--- src/rtl/stk_pkg.sv ---
package stk_pkg;
  typedef enum logic [1:0] {
    OP_PUSH = 2'd0,
    OP_POP  = 2'd1,
    OP_ADD  = 2'd2,
    OP_SUB  = 2'd3
  } stk_op_e;

  typedef enum logic {
    WR_PUSH = 1'b0,
    WR_ALU  = 1'b1
  } stk_wrsel_e;

  // strobes from the control to the datapath
  typedef struct packed {
    logic       wrEn;
    stk_wrsel_e wrSel;
    logic       aluSub;
    logic       popLatch;
  } stk_strb_t;
endpackage

--- src/rtl/stk_ctrl.sv ---
module stk_ctrl
  import stk_pkg::*;
#(
  parameter int DEPTH = 16,
  localparam int AW = (DEPTH > 1) ? $clog2(DEPTH) : 1
) (
  input  logic          clk,
  input  logic          rstN,
  input  logic          cmdValid,
  input  logic [1:0]    cmdOp,
  output stk_strb_t     strb,
  output logic [AW-1:0] topPtr,
  output logic [AW-1:0] secPtr,
  output logic [AW-1:0] wrAddr,
  output logic          stkEmpty,
  output logic          popValid,
  output logic          ovfErr,
  output logic          udfErr
);
  localparam logic [AW-1:0] LAST = AW'(DEPTH - 1);
  localparam logic [AW-1:0] ONE  = AW'(1);

  stk_op_e op;
  logic    isFull;
  logic    hasTwo;
  logic    doPush, doPop, doArith;
  logic    rejOvf, rejUdf;

  assign op      = stk_op_e'(cmdOp);
  assign isFull  = !stkEmpty && (topPtr == LAST);
  assign hasTwo  = !stkEmpty && (topPtr != '0);
  assign secPtr  = topPtr - ONE;

  always_comb begin
    doPush  = 1'b0;
    doPop   = 1'b0;
    doArith = 1'b0;
    rejOvf  = 1'b0;
    rejUdf  = 1'b0;
    if (cmdValid) begin
      unique case (op)
        OP_PUSH: if (isFull)   rejOvf = 1'b1; else doPush  = 1'b1;
        OP_POP:  if (stkEmpty) rejUdf = 1'b1; else doPop   = 1'b1;
        OP_ADD, OP_SUB:
                 if (!hasTwo)  rejUdf = 1'b1; else doArith = 1'b1;
        default: ;
      endcase
    end
  end

  always_comb begin
    strb          = '0;
    strb.wrEn     = doPush || doArith;
    strb.wrSel    = doArith ? WR_ALU : WR_PUSH;
    strb.aluSub   = (op == OP_SUB);
    strb.popLatch = doPop;
    if (doPush) wrAddr = stkEmpty ? '0 : topPtr + ONE;
    else        wrAddr = secPtr;
  end

  always_ff @(posedge clk) begin
    if (!rstN) begin
      topPtr   <= '0;
      stkEmpty <= 1'b1;
      popValid <= 1'b0;
      ovfErr   <= 1'b0;
      udfErr   <= 1'b0;
    end else begin
      popValid <= doPop;
      ovfErr   <= rejOvf;
      udfErr   <= rejUdf;
      if (doPush) begin
        topPtr   <= stkEmpty ? '0 : topPtr + ONE;
        stkEmpty <= 1'b0;
      end else if (doPop) begin
        if (topPtr == '0) stkEmpty <= 1'b1;
        else              topPtr   <= topPtr - ONE;
      end else if (doArith) begin
        topPtr <= topPtr - ONE;
      end
    end
  end


  full_push_ovf_chk: assert property (@(posedge clk) disable iff (!rstN)
    (cmdValid && cmdOp == 2'd0 && !stkEmpty && topPtr == LAST)
      |=> (ovfErr && $stable(topPtr) && !stkEmpty));


  empty_pop_udf_chk: assert property (@(posedge clk) disable iff (!rstN)
    (cmdValid && cmdOp == 2'd1 && stkEmpty)
      |=> (udfErr && !popValid && stkEmpty));


  short_arith_udf_chk: assert property (@(posedge clk) disable iff (!rstN)
    (cmdValid && cmdOp[1] && (stkEmpty || topPtr == '0))
      |=> (udfErr && $stable(topPtr) && $stable(stkEmpty)));


  push_ptr_step_chk: assert property (@(posedge clk) disable iff (!rstN)
    (cmdValid && cmdOp == 2'd0 && !stkEmpty && topPtr != LAST)
      |=> (topPtr == $past(topPtr) + ONE && !stkEmpty));


  arith_ptr_step_chk: assert property (@(posedge clk) disable iff (!rstN)
    (cmdValid && cmdOp[1] && !stkEmpty && topPtr != '0)
      |=> (topPtr == $past(topPtr) - ONE));


  idle_hold_chk: assert property (@(posedge clk) disable iff (!rstN)
    !cmdValid |=> ($stable(topPtr) && $stable(stkEmpty) && !popValid && !ovfErr && !udfErr));


  strobe_excl_chk: assert property (@(posedge clk) disable iff (!rstN)
    $onehot0({popValid, ovfErr, udfErr}));
endmodule

--- src/rtl/stk_dpath.sv ---
module stk_dpath
  import stk_pkg::*;
#(
  parameter int DEPTH = 16,
  parameter int W     = 16,
  localparam int AW = (DEPTH > 1) ? $clog2(DEPTH) : 1
) (
  input  logic          clk,
  input  logic          rstN,
  input  stk_strb_t     strb,
  input  logic [AW-1:0] topPtr,
  input  logic [AW-1:0] secPtr,
  input  logic [AW-1:0] wrAddr,
  input  logic [W-1:0]  pushData,
  output logic [W-1:0]  rdTop,
  output logic [W-1:0]  popData
);
  logic [W-1:0] mem [DEPTH];
  logic [W-1:0] rdSec;
  logic [W-1:0] aluRes;
  logic [W-1:0] wrVal;

  assign rdTop = mem[topPtr];
  assign rdSec = mem[secPtr];

  // old top minus the entry beneath for subtract
  always_comb aluRes = strb.aluSub ? (rdTop - rdSec) : (rdSec + rdTop);
  always_comb wrVal  = (strb.wrSel == WR_ALU) ? aluRes : pushData;

  always_ff @(posedge clk) begin
    if (strb.wrEn) mem[wrAddr] <= wrVal;
  end

  always_ff @(posedge clk) begin
    if (!rstN)              popData <= '0;
    else if (strb.popLatch) popData <= rdTop;
  end


  pop_value_chk: assert property (@(posedge clk) disable iff (!rstN)
    strb.popLatch |=> (popData == $past(rdTop)));


  push_store_chk: assert property (@(posedge clk) disable iff (!rstN)
    (strb.wrEn && strb.wrSel == WR_PUSH) |=> (mem[$past(wrAddr)] == $past(pushData)));
endmodule

--- src/rtl/stk_exec.sv ---
module stk_exec
  import stk_pkg::*;
#(
  parameter int DEPTH = 16,
  parameter int W     = 16
) (
  input  logic         clk,
  input  logic         rstN,
  input  logic         cmdValid,
  input  logic [1:0]   cmdOp,
  input  logic [W-1:0] cmdData,
  output logic [W-1:0] popData,
  output logic         popValid,
  output logic [W-1:0] topData,
  output logic         ovfErr,
  output logic         udfErr
);
  localparam int AW = (DEPTH > 1) ? $clog2(DEPTH) : 1;

  stk_strb_t     strb;
  logic [AW-1:0] topPtr, secPtr, wrAddr;
  logic          stkEmpty;
  logic [W-1:0]  rdTop;

  stk_ctrl #(.DEPTH(DEPTH)) u_ctrl (
    .clk(clk), .rstN(rstN), .cmdValid(cmdValid), .cmdOp(cmdOp),
    .strb(strb), .topPtr(topPtr), .secPtr(secPtr), .wrAddr(wrAddr),
    .stkEmpty(stkEmpty), .popValid(popValid), .ovfErr(ovfErr), .udfErr(udfErr)
  );

  stk_dpath #(.DEPTH(DEPTH), .W(W)) u_dpath (
    .clk(clk), .rstN(rstN), .strb(strb), .topPtr(topPtr), .secPtr(secPtr),
    .wrAddr(wrAddr), .pushData(cmdData), .rdTop(rdTop), .popData(popData)
  );

  assign topData = stkEmpty ? '0 : rdTop;


  empty_top_zero_chk: assert property (@(posedge clk) disable iff (!rstN)
    stkEmpty |-> (topData == '0));
endmodule

--- config.mk ---
export PLATFORM = sky130hd
export DESIGN_NAME = stk_exec
export DESIGN_NICKNAME = d
export VERILOG_FILES = /design/src/rtl/stk_pkg.sv /design/src/rtl/stk_ctrl.sv /design/src/rtl/stk_dpath.sv /design/src/rtl/stk_exec.sv
export SDC_FILE = /design/constraint.sdc
export NUM_CORES = 1
export LEC_CHECK = 0
export BUFFER_PORTS_ARGS = -buffer_cell sky130_fd_sc_hd__buf_2
export CAP_MARGIN = 20
export CORE_MARGIN = 2
export CORE_UTILIZATION = 45
export CTS_BUF_LIST = sky130_fd_sc_hd__clkbuf_4
export DETAILED_ROUTE_END_ITERATION = 12
export GPL_TIMING_DRIVEN = 0
export PLACE_DENSITY_LB_ADDON = 0.3
export SYNTH_ARGS = -nofsm -noshare
export SYNTH_HDL_FRONTEND = slang
export SYNTH_HIERARCHICAL = 1
export SYNTH_SLANG_ARGS = --single-unit
--- constraint.sdc ---
create_clock -name clk -period 5.83 [get_ports clk]
set_input_delay 1.166 -clock clk [delete_from_list [all_inputs] [get_ports clk]]
set_output_delay 1.166 -clock clk [all_outputs]
set_load 0.03 [all_outputs]
* Word-level counts from Yosys, hierarchy flattened
Memories as Yosys holds them, arrays and structs flattened. A register that Yosys moved wholly into a read port is not among the register bits.
Index checks and enable logic that the tools add are counted.
** Storage, ports and cells
- Bits in registers :: 24
- Memory bits (writable) :: 256
- Bits of input ports :: 21
- Output and inout port bits :: 35
- Logic and storage cells :: 61
- Memories :: 1
** Operators by class
- Add/subtract/negate cells :: 4
- Equality and inequality tests :: 5
- Mux-type cells :: 30
- Reduce and logical (&&, ||, !) cells :: 15
** Memory list
- u_dpath.mem :: words 16, width 16, rd ports 2, clocked after Yosys merged registers in 1, write ports 1, RTL line stk_dpath.sv:18 : logic [W-1:0] mem [DEPTH];
** Operators with widths (count)
- two-way mux 16 bit :: 3
- two-way mux 4 bit :: 8
- two-way mux 1 bit :: 18
- adder 16 bit :: 1
- subtractor 16 bit :: 1
- AND reduction 2 bit :: 3
- adder 4 x 1 -> 4 bit (second input constant) :: 1
- == test 2 bit (second input constant) :: 2
- == test 4 bit (second input constant) :: 1
- zero test 4 bit :: 1
- nonzero test 2 bit :: 2
- nonzero test 4 bit :: 1
- subtractor 4 x 1 -> 4 bit (second input constant) :: 1
- inequality test 3 x 2 -> 1 bit (second input constant) :: 1
- AND reduction 3 bit :: 1
- nonzero test 3 bit :: 1
- == test 2 x 1 -> 1 bit (second input constant) :: 1
- logical AND 1 bit :: 2
- zero test 2 bit :: 1
- one-hot mux 1 bit (2 select lines) :: 1
- OR reduction 2 bit :: 1
- zero test 1 bit :: 1
- logical OR 1 bit :: 1

* Longest topological paths before layout
Gate-level depths: netlist of the first run.
- Depth after elaboration :: 10
- Mapped depth :: 22
- Gate-level depth less buffers :: 20

* Cells and area by module
The synthesis of the first run kept the hierarchy.
** Modules (own cells, without submodules)
- stk_dpath :: instances 1, cells each 735, area an instance 13543.0 um^2, sequential area each 8007.7 um^2
- stk_ctrl :: instances 1, cells each 70, area an instance 584.3 um^2, sequential area each 160.2 um^2
- stk_exec :: instances 1, cells each 17, area an instance 143.9 um^2, sequential area each 0.0 um^2

* Least setup slack after synthesis of the first run
OpenSTA, ideal clock, no wires.
- Path type :: register to register
- From :: reg u_ctrl.topPtr[0]
- To :: mem u_dpath.mem[0][15] (data pin)
- Setup time :: 291 ps
- Data arrival time :: 4946 ps
- Required time :: 5539 ps
- Setup slack :: 593 ps
- Stages on the path, launching flop included :: 23
- Buffers on the path :: 3
- Clock period less this slack :: 5237 ps
- Path through :: dfxtp_1 inv_1 ha_1 inv_1 buf_2 buf_2 buf_1 mux4_2 a22oi_1 o21ai_1 nor2_1 and3_1 nor2_1 xnor2_1 ha_1 o2111ai_1 a31oi_1 nor3_1 o41ai_1 a21o_1 a21oi_1 xnor2_1 a21oi_1
** Between the ends
- Elaborated cells between the ends (all ways) :: 12
- Those cells by class :: add/sub: 3; mux: 6; reduce/logical: 2; memory: 1
** RTL lines
- start: declaration :: RTL line stk_ctrl.sv:12 : output logic [AW-1:0] topPtr,
- start signal: assignment :: RTL line stk_ctrl.sv:73 : topPtr <= stkEmpty ? '0 : topPtr + ONE;
- start signal: assignment :: RTL line stk_ctrl.sv:77 : else topPtr <= topPtr - ONE;
- start signal: assignment :: RTL line stk_ctrl.sv:79 : topPtr <= topPtr - ONE;
- subtractor 4 x 1 -> 4 bit * :: RTL line stk_ctrl.sv:32 : assign secPtr = topPtr - ONE;
- via secPtr[0] :: RTL line stk_exec.sv:21 : logic [AW-1:0] topPtr, secPtr, wrAddr;
- memory (16 x 16 bit) *
- adder 16 bit / subtractor 16 bit (equally long branches) :: RTL line stk_dpath.sv:27 : always_comb aluRes = strb.aluSub ? (rdTop - rdSec) : (rdSec + rdTop);
- two-way mux 16 bit * :: RTL line stk_dpath.sv:27
- two-way mux 16 bit * :: RTL line stk_dpath.sv:28 : always_comb wrVal = (strb.wrSel == WR_ALU) ? aluRes : pushData;
- via u_dpath.wrVal[15] :: RTL line stk_dpath.sv:21 : logic [W-1:0] wrVal;
- end: declaration :: RTL line stk_dpath.sv:18
The timed path passes the listed nets; every way through them passes the cells marked *.

* Final worst setup path of the first run
- From :: reg u_ctrl.topPtr[0]
- To :: mem u_dpath.mem[15][14] (data pin)
** Between the ends
- Longest elaborated chain between the ends :: 7
- Elaborated cells between the ends (all ways) :: 12
- Those cells by class :: add/sub: 3; mux: 6; reduce/logical: 2; memory: 1
** Ends and longest elaborated chain (RTL line)
- branches (longest 6 deep; another with memory (16 x 16 bit))
- two-way mux 16 bit * :: stk_dpath.sv:28
- via u_dpath.wrVal[14] :: stk_dpath.sv:21
Mark *: on every way through the listed nets, which the timed path passes.

==> results of run 1 <==
routing by layer:
layer,track usage,vias up
li1,-,3777
met3,0.0575,102
met5,0,-
met4,0.112,0
met1,0.321,4565
met2,0.413,499
registers in the layout (all words and copies together) (netlist names):
| register | count |
|---|---|
| u_dpath/mem | 256 |
| u_dpath/popData | 16 |
| u_ctrl/topPtr | 4 |
| u_ctrl/ovfErr | 1 |
| u_ctrl/popValid | 1 |
| u_ctrl/stkEmpty | 1 |
| u_ctrl/udfErr | 1 |
per-stage QoR:
stage | instances | total power, mW | util
2_1_floorplan | 822 | 3.09 | -
3_3_place_gp | 1279 | 3.40 | 0.479
3_5_place_dp | 1305 | 3.43 | 0.496
4_1_cts | 1433 | 5.20 | 0.529
5_1_grt | 1438 | 5.46 | 0.534
6_report | 1438 | 5.22 | 0.534
worst paths after layout:
kind | startpoint | to | slack (ns) | cells after the start
worst max-delay path | u_ctrl/topPtr[0] | u_dpath/mem[15][14] | 0.19 | 15
worst min-delay path | u_dpath/popData[13] | u_dpath/popData[13] | 0.51 | 2
worst max register to register | u_ctrl/topPtr[0] | u_dpath/mem[15][14] | 0.19 | 15
worst min register to register | u_dpath/popData[13] | u_dpath/popData[13] | 0.51 | 2
cell type report:
type                       instances  area, um2  area share
buffer                            49        333      0.0199
clock buffer                     109        818      0.0488
antenna                            1       2.50    0.000149
inverter                          18       67.6     0.00403
clock inverter                    19        131     0.00784
multi-input combinational        475       5940       0.355
timing repair buffer              85        786      0.0469
sequential                       280       8170       0.488
tap                              402        503      0.0300
critical path: cells and delay by family, from the launching register on:
kind	cells	cell delay, ns
buf+inv	3	1.10
mux	2	1.06
flops	1	0.45
simple gates	2	0.46
fa+ha+maj	1	0.39
compound gates	7	1.83
power groups by stage:
stage	Clock, mW	Combinational (mW)	Sequential [mW]
global placement	0	1.13	2.27
finish	1.73	1.26	2.23
floorplan	0	0.819	2.27
global route	1.88	1.35	2.23
CTS	1.78	1.19	2.23
detailed placement	0	1.16	2.27
layout by cell type (no fill, tap or decap), types with 17 or more instances in the layout:
cell type and instances:
mux2i_1 30, inv_1 17, dfxtp_1 24, nor2_1 28, buf_2 59, nand2_1 20
xnor2_1 20, nor2b_1 25, mux4_2 129, clkbuf_4 113, edfxtp_1 256, ha_1 21
cells by family (layout without fill, tap and decap cells):
logic type,after synthesis,count (layout),synth area share
AOI/OAI and AO/OA,82,82,0.0417
other,0,1,0
DFF,280,280,0.572
buffers and inverters,67,280,0.0249
and+or+nand+nor,160,160,0.0634
adders and majority gates,22,22,0.0198
xor gates and xnor gates,26,26,0.0160
muxes,185,185,0.262
timing repair:
action                                  CTS  global route
pin swaps                                 0             2
endpoints found under the setup margin  160            81
gates resized for setup                  27            31
setup buffers                             0             2
==> flow_summary.ini, run 1 <==
[run_status]
status = finished clean

[route]
vias = 8943
drc = 0
routedLengthMet1_um = 15500
ant_nets = 0
top_layer_used = met4
wl_met2_um = 20000
viasPerCell = 6.22
drtPass1Iterations = 5
drt_iter0_markers = 1161
routed_wl_um = 41000
wl_met3_um = 3840
wl_per_cell_um = 28.5

[global_routing]
gr-total-overflow = 0
grt_pass1_wl_um = 59000
grt_pass1_vias = 9149
grt_max_degree = 17
grtUsageTotal = 0.251
antenna_found_initial = 1

[floorplan]
core_um2 = 31400
initial_utilization = 0.455
die_x_um = 182
io-pin-count = 56
design.die.area_um2 = 33200
die_h_um = 182
num_rows = 65

[timing]
skew_ns = 0.0460
tightest_slew_ns = 1.15
drv_slew = 0
fin_setup_tns_ns = 0
hold_viol = 0
setup_slack_ns = 0.191
slew_headroom = 0.211
fin_crit_sh = 0.967
rsz0062_at_grt = false
final-setup-viol-count = 0
fin_hold_ws_ns = 0.513
min_period_ns = 5.64
max_freq_ghz = 0.177

[clocking]
cts_tree = yes
clockRootBuffer = clkbuf_4
cts_max_level = 3
cts_buffers = 74
clock-sinks = 280
clk_pin_slew_ns = 0.06
cts.path.max_buffers = 3
hold_buffers = 0
clk_latency_ns = 0.69

[worst_setup_path]
slowest_stage = mux4_2
end_kind = flip-flop
slowest_delay_ns = 0.56
cp-start-kind = flip-flop
cp.required_ns = 6.20
crit_type = flip-flop to flip-flop
crit_chain = clkbuf_2 -> buf_1 -> buf_16 -> mux4_2 -> mux4_2 -> ha_1 -> nor2b_1 -> o21ai_0 -> a21boi_0 -> o21ai_0 -> a21boi_1 -> o21a_1 -> o311a_1 -> or3_1 -> a31o_2
cp_max_fo = 16
worstPathArrival_ns = 6.01

[synthesis]
synthTopCellsByArea = edfxtp_1 54%, mux4_2 20%, dfxtp_1 3.4%, mux4_1 2.8%, mux2i_1 2.1%
synth_nets = 865
ys_seq_elements = 280
synth.top_cell.area_share = 0.539
syn-instance-count = 822
synth_area_leader_cell = edfxtp_1
yosysMostFrequentCell = edfxtp_1
syn-cell-area_um2 = 14300
synth_ff_type = edfxtp_1
yosysWarnings = 6
synth-edff-count = 256
synth.avg_cell_area_um2 = 17.4
synth_seq_area_share = 0.572
yosysUniqueCellTypes = 70
async_flop_share = 0
synth_commonest_cells = 256 x edfxtp_1, 129 x mux4_2, 43 x nor2_1

[power_and_ir_drop]
seqPwrFrac = 0.427
intPower_mw = 3.68
pwr-share-clk = 0.332
power_frac_comb = 0.241
switching_share = 0.295
total_leakage_power_nw = 5.78
power.switching_mw = 1.54
irDropWorstVdd_v = 0.000143
p_per_area_nw_per_um2 = 312

[hold_path]
holdCritPathClass = flip-flop to flip-flop

[placed_design]
dp_hpwl_um = 29400
place_area_um2 = 15600
portBuffers = 55
gp_congestion = 0.929
pre_cts_slack_ns = -1.36

[finish]
drive_gt1_frac = 0.416
design_area_um2 = 16800
area_growth_syn_to_layout_pct = 17.4
fin_nets = 1026
fillers = 2481

[flow_run]
drv_cap = 0
(Power assumes the default switching activity.)
==> inputs of run 2 (changes only) <==
--- a/config.mk
+++ b/config.mk
@@ -11,9 +11,12 @@
 export CORE_UTILIZATION = 45
 export CTS_BUF_LIST = sky130_fd_sc_hd__clkbuf_4
 export DETAILED_ROUTE_END_ITERATION = 12
+export GPL_ROUTABILITY_DRIVEN = 0
 export GPL_TIMING_DRIVEN = 0
 export PLACE_DENSITY_LB_ADDON = 0.3
+export SETUP_SLACK_MARGIN = 0.2
 export SYNTH_ARGS = -nofsm -noshare
 export SYNTH_HDL_FRONTEND = slang
 export SYNTH_HIERARCHICAL = 1
 export SYNTH_SLANG_ARGS = --single-unit
+export TNS_END_PERCENT = 20
==> run 2 against run 1 <==
Clock-buffer cell count is 3 higher; sequential share of layout area is 0.36 points higher; design area is 0.71% lower; sequential power hardly changed; routed wire length is 1.8% lower; non-clock buffer count is 1 higher; register-to-register slack better by 0.17 ns; die area stayed put; via count is 0.87% higher; global-route usage is 0.21 points lower; power is 1.8% lower; largest power group unchanged.
==> flow_summary.ini, run 2 (synthesis gave the netlist of run 1 again) <==
[timing]
final-setup-viol-count = 0
skew_ns = 0.0526
fin_crit_sh = 0.937
rsz0062_at_grt = false
min_period_ns = 5.47
drv_slew = 0
hold_viol = 0
tightest_slew_ns = 1.08
slew_headroom = 0.261
max_freq_ghz = 0.183

[floorplan]
num_rows = 65
die_x_um = 182
die_h_um = 182
design.die.area_um2 = 33200
core_um2 = 31400
initial_utilization = 0.455
io-pin-count = 56

[global_routing]
grtUsageTotal = 0.249
gr-total-overflow = 0
grt_pass1_vias = 9088
grt_pass1_wl_um = 58600
antenna_found_initial = 1
grt_max_degree = 17

[worst_setup_path]
end_kind = flip-flop
worstPathArrival_ns = 5.89
cp.required_ns = 6.25
cp_max_fo = 16
crit_type = flip-flop to flip-flop
slowest_stage = mux4_2
slowest_delay_ns = 0.46
crit_chain = inv_1 -> ha_1 -> xor2_4 -> clkbuf_4 -> clkbuf_2 -> mux4_2 -> nor2_1 -> and3_1 -> nor2_1 -> xnor2_1 -> ha_1 -> o2111ai_1 -> a31oi_1 -> nor3_2 -> o41ai_2 -> a21o_1 -> a21oi_1 -> xnor2_1 -> a21oi_4 -> buf_12
cp-start-kind = flip-flop

[placed_design]
place_area_um2 = 15500
dp_hpwl_um = 28900
portBuffers = 55
dpl.cell_count = 1304

[clocking]
hold_buffers = 0
clockRootBuffer = clkbuf_4
cts_buffers = 74
clk_pin_slew_ns = 0.06
clk_latency_ns = 0.70
clock-sinks = 280
cts_max_level = 3
cts.path.max_buffers = 3
cts_tree = yes

[route]
drc = 0
viasPerCell = 6.26
vias = 9021
drt_iter0_markers = 1019
wl_per_cell_um = 27.9
drtPass1Iterations = 5
ant_nets = 0
routed_wl_um = 40200

[finish]
design_area_um2 = 16600
drive_gt1_frac = 0.416
fin_nets = 1027
largestRegisters = u_dpath/mem: 256 flops, u_dpath/popData: 16 flops, u_ctrl/topPtr: 4 flops
regMostFlops = u_dpath/mem
area_growth_syn_to_layout_pct = 16.6
largest_reg_flops = 256
fin_util = 0.530
final_cells = 1440
mostFrequentLayoutCell = edfxtp_1
final_cell_mix = 256 x edfxtp_1, 129 x mux4_2, 117 x clkbuf_4, 62 x buf_2, 30 x mux2i_1

[flow_run]
drv_cap = 0

[power_and_ir_drop]
p_per_area_nw_per_um2 = 308
irDropWorstVdd_v = 0.000120
total_leakage_power_nw = 5.76

[hold_path]
holdCritPathClass = flip-flop to flip-flop

[run_status]
status = finished clean
run 2: repair_timing:
item                       4_1_cts  5_1_grt
pin swaps                        1        2
resized for setup               37       27
gates cloned                     0        0
setup endpoints to repair      176       96
buffers inserted                 2        1
run 2: routing by layer:
layer | GRT usage | vias to the layer above | wire (um)
li1 | - | 3788 | -
met1 | 0.323 | 4609 | 15400
met2 | 0.407 | 539 | 19600
met3 | 0.0525 | 85 | 3850
met4 | 0.113 | 0 | 1400
met5 | 0 | - | 0
run 2: final timing paths:
kind,start,to,slack [ns],cells past startpoint
setup / recovery,u_ctrl/topPtr[0],u_dpath/mem[0][15],0.36,20
hold / removal,u_dpath/popData[3],u_dpath/popData[3],0.51,2
setup reg to reg,u_ctrl/topPtr[0],u_dpath/mem[0][15],0.36,20
hold reg to reg,u_dpath/popData[3],u_dpath/popData[3],0.51,2
run 2: area by class of cell:
| class | count | area (um2) |
|---|---|---|
| sequential | 280 | 8170 |
| multi-input combinational | 475 | 5910 |
| timing repair buffer | 86 | 743 |
| fill | 2526 | 14800 |
| tap | 402 | 503 |
| antenna | 1 | 2.50 |
| clock inverter | 17 | 65.1 |
| buffer | 49 | 337 |
| inverter | 18 | 67.6 |
| clock buffer | 112 | 841 |
run 2: power by group:
part | switching [mW] | total (mW) | internal (mW)
Clock | 0.794 | 1.67 | 0.872
Combinational | 0.720 | 1.23 | 0.513
Sequential | 0.0103 | 2.23 | 2.22
run 2: through the flow:
step | power [mW] | worst slack [ns] | setup TNS (ns) | hold WS, ns
3_5_place_dp | 3.42 | -1.24 | -62.72 | 0.500
2_1_floorplan | 3.09 | 0.593 | 0 | 0.539
6_report | 5.13 | 0.365 | 0 | 0.513
5_1_grt | 5.35 | 0.207 | 0 | 0.539
3_3_place_gp | 3.39 | -1.21 | -62.04 | 0.490
4_1_cts | 5.13 | 0.182 | 0 | 0.520
run 2: worst max-delay path: cells and delay by family, from the launching register on:
| kind | cells | cell delay, ns |
|---|---|---|
| DFF | 1 | 0.35 |
| AOI/OAI and AO/OA | 6 | 1.12 |
| and+or+nand+nor | 4 | 0.63 |
| xor gates and xnor gates | 3 | 0.78 |
| muxes | 1 | 0.46 |
| adders and majority gates | 2 | 0.74 |
| buffers and inverters | 4 | 1.08 |
